$ cat src/rtl/burst_col_gen.sv
module burst_col_gen #(
  parameter int COL_W = 10
) (
  input  logic             clk,
  input  logic             rst_n,
  input  logic             start_i,
  input  logic [COL_W-1:0] start_col_i,
  input  logic [2:0]       blen_i,
  input  logic             ilv_i,
  input  logic             stop_i,
  output logic [COL_W-1:0] col_o,
  output logic             beat_vld_o,
  output logic             last_o
);
  localparam int LOW_W = 3;

  logic             act_q, fp_q, ilv_q;
  logic [LOW_W-1:0] mask_q;
  logic [COL_W-1:0] base_q, idx_q;

  logic [COL_W-1:0] mask_w, sum_w, seq_col, ilv_col;
  logic             last_w;

  function automatic logic [LOW_W-1:0] len_mask(input logic [1:0] code);
    case (code)
      2'd0:    len_mask = 3'd0;
      2'd1:    len_mask = 3'd1;
      2'd2:    len_mask = 3'd3;
      default: len_mask = 3'd7;
    endcase
  endfunction

  assign mask_w  = {{(COL_W-LOW_W){1'b0}}, mask_q};
  assign sum_w   = base_q + idx_q;
  assign seq_col = (base_q & ~mask_w) | (sum_w & mask_w);
  assign ilv_col = base_q ^ (idx_q & mask_w);
  assign last_w  = act_q && !fp_q && (idx_q[LOW_W-1:0] == mask_q);

  assign beat_vld_o = act_q;
  assign last_o     = last_w;
  assign col_o      = !act_q ? '0 : fp_q ? sum_w : ilv_q ? ilv_col : seq_col;

  always_ff @(posedge clk or negedge rst_n) begin
    if (!rst_n) begin
      act_q  <= 1'b0;
      fp_q   <= 1'b0;
      ilv_q  <= 1'b0;
      mask_q <= '0;
      base_q <= '0;
      idx_q  <= '0;
    end else if (start_i) begin
      act_q  <= 1'b1;
      fp_q   <= blen_i[2];
      ilv_q  <= ilv_i;
      mask_q <= len_mask(blen_i[1:0]);
      base_q <= start_col_i;
      idx_q  <= '0;
    end else if (act_q) begin
      if (stop_i || last_w) act_q <= 1'b0;
      else                  idx_q <= idx_q + 1'b1;
    end
  end
endmodule

$ cat config.mk
export PLATFORM = sky130hd
export DESIGN_NAME = burst_col_gen
export DESIGN_NICKNAME = d
export VERILOG_FILES = /design/src/rtl/burst_col_gen.sv
export SDC_FILE = /design/constraint.sdc
export NUM_CORES = 1
export LEC_CHECK = 0
export ABC_AREA = 1
export BUFFER_PORTS_ARGS = -buffer_cell sky130_fd_sc_hd__clkbuf_2
export CAP_MARGIN = 20
export CORE_MARGIN = 10
export CORE_UTILIZATION = 61
export DETAILED_ROUTE_END_ITERATION = 8
export PLACE_DENSITY_LB_ADDON = 0.1
export SYNTH_ARGS = -nofsm -noshare
export SYNTH_HDL_FRONTEND = slang
export SYNTH_SLANG_ARGS = --single-unit
$ cat constraint.sdc
create_clock -name clk -period 3.86 [get_ports clk]
set_input_delay 0.386 -clock clk [delete_from_list [all_inputs] [get_ports clk]]
set_output_delay 0.386 -clock clk [all_outputs]
set_load 0.02 [all_outputs]
== Yosys cells after proc, flatten, opt, wreduce, memory -nomap -nowiden ==
Cells that the tools add are included.

* Register bits after elaboration: 26
* Latch bits: 0
* Memory bits (writable): 0
* Memory bits (read-only): 0
* Output and inout port bits: 12
* Memories: 0

* $add $sub $neg: 2
* Multiply operators: 0
* Divide/modulo/power cells: 0
* Magnitude comparators: 0
* Equal/unequal tests: 4
* Shift operators: 0
* Multiplexer cells: 10
* Bitwise logic cells: 6
* Reduce and logical (&&, ||, !) cells: 7

{| class="wikitable"
|+ Operator list
! operator !! count
|-
| two-way mux 10 bit || 6
|-
| bitwise AND 10 x 3 -> 10 bit || 2
|-
| adder 10 x 1 -> 10 bit, second input constant || 1
|-
| adder 10 bit || 1
|-
| bitwise AND 10 bit || 1
|-
| NOT 3 -> 10 bit || 1
|-
| OR 10 bit || 1
|-
| XOR 10 bit || 1
|-
| one-hot mux 3 bit (3 select lines) || 1
|-
| equality test 3 bit || 1
|-
| two-way mux 1 bit || 3
|-
| equality test 2 x 1 -> 1 bit, second input constant || 1
|-
| equality test 2 bit, second input constant || 1
|-
| logical AND 1 bit || 2
|-
| logical NOT 2 bit || 1
|-
| inequality test 2 bit, second input constant || 1
|-
| AND reduction 2 bit || 1
|-
| nonzero test 2 bit || 1
|-
| logical NOT 1 bit || 1
|-
| logical OR 1 bit || 1
|}

== Depth between registers and ports, before layout ==
Gate-level depths: netlist of run 1.

* Depth in word-level cells: 7
* Mapped depth: 12
* Depth with buffers taken out: 12

== Least setup slack after synthesis of run 1 ==
OpenSTA, ideal clock, no wires.

* Path type: reg2out
* Start: reg idx_q[0]
* End: out col_o[2]
* Data arrival time: 1.781 ns
* Path slack: 1.693 ns
* Cell stages (with the launch flop): 9
* Buffers on the path: 0
* Cell sequence: dfrtp_1 ha_1 inv_1 fa_1 xnor2_1 nand2_1 o211ai_1 o21ai_1 o21ai_1

* Longest elaborated chain between the ends: 6

{| class="wikitable"
|+ Ends and longest elaborated chain
! what !! line !! RTL
|-
| from (decl) || 19 || <nowiki>logic [COL_W-1:0] base_q, idx_q;</nowiki>
|-
| from (signal assigned) || 60 || <nowiki>else idx_q <= idx_q + 1'b1;</nowiki>
|-
| adder 10 bit (*) || 34 || <nowiki>assign sum_w = base_q + idx_q;</nowiki>
|-
| bitwise AND 10 x 3 -> 10 bit || 35 || <nowiki>assign seq_col = (base_q & ~mask_w) | (sum_w & mask_w);</nowiki>
|-
| OR 10 bit || 35 ||
|-
| two-way mux 10 bit || 41 || <nowiki>assign col_o = !act_q ? '0 : fp_q ? sum_w : ilv_q ? ilv_col : seq_col;</nowiki>
|-
| two-way mux 10 bit (*) (2 in series) || 41 ||
|-
| to (decl) || 11 || <nowiki>output logic [COL_W-1:0] col_o,</nowiki>
|}

Every way passes the cells marked *; elsewhere a longest branch is shown, timed or not.

== Worst setup path in the final report of run 1 ==
* Start: reg idx_q[0]
* End: out col_o[8]

Same word-level chain as after synthesis.

==> results_dict.tcl, run 1 <==
set metrics [dict create \
    core_um2 3030 \
    postCtsSetupBuffers 0 \
    worst_pin_slew_ns 0.715 \
    met2_usage_pct 25.6 \
    num_antenna_cells 0 \
    final_core_util_pct 71.6 \
    grt-busiest-layer "met2" \
    p_total_w 0.000686 \
    fillerInstances 267 \
    drv_cap 0 \
    layout_setup_ws_ns 1.17 \
    hold_buffers 0 \
    cellPowerDensity_nw_per_um2 316 \
    antenna_found_initial 0 \
    chipHeight_um 76.2 \
    syn-num-nets 307 \
    yosys.cell_types.count 30 \
    synthTopCellsByArea "dfrtp_1 34%, nand2_1 16%, ha_1 8.4%" \
    routedWlPerCell_um 13.2 \
    cts.sinks 26 \
    synth_edf_count 0 \
    area_growth_pct 12.5 \
    worstPathArrival_ns 2.31 \
    slew_violations 0 \
    first_pass_iters 4 \
    route.detailed.drc 0 \
    timing.final.crit_period_ns 2.69 \
    layout_commonest_cell "nand2_1" \
    grt_pass1_vias 1807 \
    routabilityCongestion 0.932 \
    dieArea_um2 5810 \
    via_count 1863 \
    cts_root_buf "clkbuf_4" \
    num_rows 20 \
    synth_seq_cells 26 \
    worstSetupStartpointType "flop" \
    dpl.hpwl_um 3740 \
    dp_slack_ns 1.57 \
    setup_viol 0 \
    peakVddDrop_mv 0.213 \
    met1_usage_pct 21.3 \
    crit_fanout 7 \
    synth_top_area_share_pct 33.7 \
    crit_start "idx_q[0]$_DFFE_PN0P_" \
    endpoint_kind "output pin" \
    io_pins 30 \
    ff2ff_path_depth 9 \
    placed_cell_area_um2 2120 \
    ant_nets 0 \
    first_iter_violations 155 \
    final_cell_mix "83 x nand2_1, 39 x inv_1, 29 x clkbuf_2" \
    rr_endpoint "idx_q[7]$_DFFE_PN0P_" \
    grt_pass1_wl_um 8090 \
    critPathKind "flop to output pin" \
    rrSetupSlack_ns 2.16 \
    initial_core_util_pct 63.7 \
    grt_max_degree 34 \
    use_met3_pct 3.18 \
    critPathCapture "col_o[8]" \
    finalHoldViolCount 0 \
    cts_buffer_depth 2 \
    fin_crit_sh_pct 69.8 \
    fmax_ghz 0.371 \
    async_flop_share_pct 100 \
    seq_area_frac_synth_pct 33.7 \
    cts_resized 0 \
    status "finished clean" \
    rsz0062_at_grt "false" \
    htree_levels 1 \
    fin_worst_skew_ns 0.0269 \
    overflow 0 \
    synth_flop_cell "dfrtp_1" \
    postLayoutCellArea_um2 2170 \
    cp.required_ns 3.47 \
    dieWidth_um 76.2 \
    port-buffer-count 29 \
    syn_area_um2 1930 \
    rr_startpoint "idx_q[0]$_DFFE_PN0P_" \
    synth_area_leader_cell "dfrtp_1" \
    grt.total_usage_pct 16.2 \
    drive_gt1_share_pct 15.1 \
    via_per_inst 5.34 \
    min-delay-path-class "input pin to asynchronous set/reset pin" \
    cts_buffers 3 \
    routed_wl_um 4600 \
    fin_nets 338 \
    slew_headroom_pct 52.3 \
    finalSetupTns_ns 0 \
    cts_tree "built" \
    power_leakage_nw 1.20 \
    clkLatencyLatePin_ns 0.35 \
    synth_warnings 0 \
    clk_pin_slew_worst_paths_ns 0.17 \
    avgSynthCellArea_um2 7.01 \
    syn_inst 275 \
]
[worst min path at each step]
stage / start / end / slack (ns) / depth (start not counted)
3_5_place_dp: rst_n / mask_q[1]$_DFFE_PN0P_ / 0.45 / 1
2_1_floorplan: rst_n / base_q[0]$_DFFE_PN0P_ / 0.09 / 0
6_report: rst_n / mask_q[1]$_DFFE_PN0P_ / 0.03 / 1
4_1_cts: rst_n / mask_q[1]$_DFFE_PN0P_ / 0.06 / 1
5_1_grt: rst_n / mask_q[1]$_DFFE_PN0P_ / 0.06 / 1
3_3_place_gp: rst_n / mask_q[1]$_DFFE_PN0P_ / 0.44 / 1
[metrics by stage]
step	hold WS, ns	std cells
final	0.0278	349
after global routing	0.0638	349
after CTS	0.0565	349
after detailed placement	0.451	345
after global placement	0.443	345
after floorplan	0.0904	275
[power breakdown]
group          internal [W]  leakage, nW  switching, W
registers          0.000289        0.332     0.0000191
logic             0.0000634        0.839      0.000119
clock network      0.000105       0.0279     0.0000902
[synthesized netlist by cell type (2+ instances only)]
master,count
o21ai_0,9
nand3_1,15
nand2_1,83
o21ai_2,2
o22ai_1,2
nor3_2,2
clkbuf_1,2
xor2_1,5
ha_1,13
inv_1,39
dfrtp_1,26
inv_4,2
nand4_1,8
a21oi_1,16
o21ai_1,17
inv_2,3
nor2_1,18
[cell type report]
type	instances	area, um2	share of cell area, %
Timing Repair Buffer	29	145	6.69
Clock inverter	1	30.0	1.38
Multi-Input combinational cell	202	1090	50.5
Tap cell	44	55.1	2.54
Clock buffer	3	22.5	1.04
Inverter	44	170	7.85
Sequential cell	26	651	30.0
[logic make-up after synthesis]
kind of cell / synth area share (%)
AND/OR/NAND/NOR: 30.6
AO/OA/AOI/OAI: 14.0
buffers and inverters: 9.47
flip-flops: 33.7
adder cells (fa/ha/maj): 9.47
XOR/XNOR: 2.73
[metal layers]
| layer | up-vias | part of all wire, % |
|---|---|---|
| li1 | 953 | - |
| met4 | 0 | 1.8 |
| met2 | 41 | 47 |
| met1 | 858 | 47 |
| met5 | - | 0 |
| met3 | 11 | 4.6 |
[sequential cells by signal, summed over array words and instances (netlist names)]
name,count
base_q,10
beat_vld_o,1
fp_q,1
idx_q,10
ilv_q,1
mask_q,3
[critical path: stages, from the launching register on]
cell and delay, ns:
dfrtp_1 0.50, ha_1 0.24, inv_1 0.06, fa_1 0.40, inv_1 0.09, nand3_1 0.06, nand2_1 0.11, nand2_1 0.08
nand2_1 0.07, nand2_1 0.04, nand3_1 0.06, nand2_1 0.05, inv_1 0.05, clkbuf_2 0.16
Power figures use the tool's default switching activity.
==> inputs of run 2 (changes only) <==
--- a/config.mk
+++ b/config.mk
@@ -9,7 +9,7 @@
 export BUFFER_PORTS_ARGS = -buffer_cell sky130_fd_sc_hd__clkbuf_2
 export CAP_MARGIN = 20
 export CORE_MARGIN = 10
-export CORE_UTILIZATION = 61
+export CORE_UTILIZATION = 57
 export DETAILED_ROUTE_END_ITERATION = 8
 export PLACE_DENSITY_LB_ADDON = 0.1
 export SYNTH_ARGS = -nofsm -noshare
==> constraint.sdc (replaced) <==
create_clock -name clk -period 2.55 [get_ports clk]
set_input_delay 0.255 -clock clk [delete_from_list [all_inputs] [get_ports clk]]
set_output_delay 0.255 -clock clk [all_outputs]
set_load 0.02 [all_outputs]
==> run 2 against run 1 <==
  * Critical path depth fell by 2
  * Worst hold slack better by 0.071 ns
  * Critical path type unchanged
  * Design area increased by 3.1%
  * Utilization shrank 4.1 points
  * Count of clock-buffer cells in the layout unchanged
  * Sequential power grew 52%
  * Critical endpoint is now col_o[6]
  * Non-clock buffer count grew 3
==> results_dict.tcl, run 2 (same netlist as run 1, synthesis figures left out) <==
set metrics [dict create \
    cts_tree "built" \
    route.detailed.drc 0 \
    cp.required_ns 2.30 \
    fillerInstances 317 \
    ant_nets 0 \
    via_per_inst 5.34 \
    antenna_found_initial 0 \
    dpl.hpwl_um 3640 \
    final_cell_mix "82 x nand2_1, 36 x inv_1, 27 x clkbuf_2" \
    core_um2 3310 \
    clkLatencyLatePin_ns 0.35 \
    grt_pass1_wl_um 7940 \
    max_stage_delay_ns 0.45 \
    routedWlPerCell_um 13.6 \
    area_growth_pct 16.0 \
    placed_cell_area_um2 2120 \
    finalSetupTns_ns 0 \
    first_pass_iters 5 \
    endpoint_kind "output pin" \
    layout_commonest_cell "nand2_1" \
    rr_startpoint "idx_q[1]$_DFFE_PN0P_" \
    num_antenna_cells 0 \
    crit_fanout 4 \
    fmax_ghz 0.415 \
    slew_violations 0 \
    path_cells "ha_4 > inv_2 > fa_2 > inv_2 > nand4_1 > nand3_1 > nand2_1 > nand3_1 > nand2_1 > inv_1 > clkbuf_2" \
    regArea_um2 652 \
    timing.final.crit_period_ns 2.41 \
    rrSetupSlack_ns 0.88 \
    postLayoutCellArea_um2 2240 \
    cts.sinks 26 \
    first_iter_violations 151 \
    chipHeight_um 78.2 \
    dieArea_um2 6110 \
    num_rows 21 \
    min-delay-path-class "input pin to flop" \
    critPathCapture "col_o[6]" \
    power_leakage_nw 1.21 \
    worstPathArrival_ns 2.15 \
    grt_max_degree 34 \
    cts_buffers 3 \
    cellPowerDensity_nw_per_um2 477 \
    status "finished clean" \
    crit_start "base_q[0]$_DFFE_PN0P_" \
    clk_pin_slew_worst_paths_ns 0.16 \
    cts_root_buf "clkbuf_4" \
    cts_buffer_depth 2 \
    fin_worst_skew_ns 0.00875 \
    setup_viol 0 \
    ff2ff_path_depth 9 \
    routed_wl_um 4810 \
    routabilityCongestion 0.892 \
    via_count 1889 \
    critPathKind "flop to output pin" \
    peakVddDrop_mv 0.306 \
    initial_core_util_pct 58.2 \
    drv_cap 0 \
    worstSetupStartpointType "flop" \
    fin_nets 341 \
    reg.largest.list "base_q x10, idx_q x10, mask_q x3" \
    slew_headroom_pct 52.9 \
    port-buffer-count 29 \
    fin_crit_sh_pct 94.4 \
    dieWidth_um 78.2 \
    overflow 0 \
    finalHoldViolCount 0 \
    grt_pass1_vias 1770 \
    multiInputGateArea_um2 1120 \
    io_pins 30 \
    rr_endpoint "idx_q[6]$_DFFE_PN0P_" \
    worst_pin_slew_ns 0.707 \
    grt.total_usage_pct 15.6 \
    htree_levels 1 \
    crit_slowest_cell "dfrtp_1" \
    drive_gt1_share_pct 18.8 \
]
[run 2: cell types whose count changed in the layout (fill, tap and decap cells not counted), sizes merged]
cell,before,now
buf,0,4
dlygate4sd3,0,1
clkbuf,32,30
[run 2: metrics by stage]
| stage | total power [W] | util [%] | hold slack (ns) | setup slack, ns | std cells |
|---|---|---|---|---|---|
| 6_report | 0.00107 | 67.5 | 0.0991 | 0.142 | 354 |
| 5_1_grt | 0.00112 | 67.5 | 0.0938 | -0.00726 | 354 |
| 4_1_cts | 0.00105 | 65.9 | 0.107 | 0.0556 | 352 |
| 3_5_place_dp | 0.000752 | 64.0 | 0.323 | 0.383 | 347 |
| 3_3_place_gp | 0.000746 | 64.0 | 0.321 | 0.442 | 347 |
| 2_1_floorplan | 0.000659 | - | -0.0406 | 0.514 | 275 |
[run 2: worst min-delay path by stage]
stage	startpoint	end	cells after the start
2_1_floorplan	rst_n	base_q[0]$_DFFE_PN0P_	0
3_3_place_gp	rst_n	base_q[5]$_DFFE_PN0P_	1
3_5_place_dp	rst_n	base_q[5]$_DFFE_PN0P_	1
4_1_cts	start_col_i[0]	base_q[0]$_DFFE_PN0P_	3
5_1_grt	start_col_i[0]	base_q[0]$_DFFE_PN0P_	3
6_report	start_col_i[1]	base_q[1]$_DFFE_PN0P_	3
[run 2: power by group]
| group | total [W] | leakage, nW | switching [W] | internal (W) |
|---|---|---|---|---|
| combinational | 0.000297 | 0.853 | 0.000187 | 0.000110 |
| clock | 0.000303 | 0.0279 | 0.000143 | 0.000159 |
| sequential | 0.000467 | 0.330 | 0.0000292 | 0.000438 |
| total | 0.00107 | 1.21 | 0.000360 | 0.000707 |
[run 2: layout make-up]
class                           count  area share (%)
Clock buffer                        3            1.01
Multi-Input combinational cell    202            50.3
Tap cell                           46            2.57
Clock inverter                      1            1.34
Inverter                           44            7.61
Sequential cell                    26            29.2
Timing Repair Buffer               32            8.00
[run 2: timing repair]
action                                 4_1_cts  5_1_grt
buffers inserted                             0        2
pin swaps                                    0        5
endpoints found under the hold margin       26        0
resized for setup                            1       15
hold buffers                                 1        0
cloned                                       0        0
setup endpoints to repair                    1        6
[run 2: worst max-delay path: cells and delay by family (launching register included)]
kind,cells,cell delay (ns)
DFF,1,0.45
adders and majority gates,2,0.58
and+or+nand+nor,5,0.44
buffers and inverters,4,0.31
[run 2: metal layers]
metal | track usage, % | vias to the layer above | share of wire [%]
li1 | - | 960 | -
met1 | 19.3 | 859 | 43
met2 | 27.1 | 59 | 49
met3 | 3.76 | 11 | 6.7
met4 | 2.87 | 0 | 1.6
met5 | 0 | - | 0
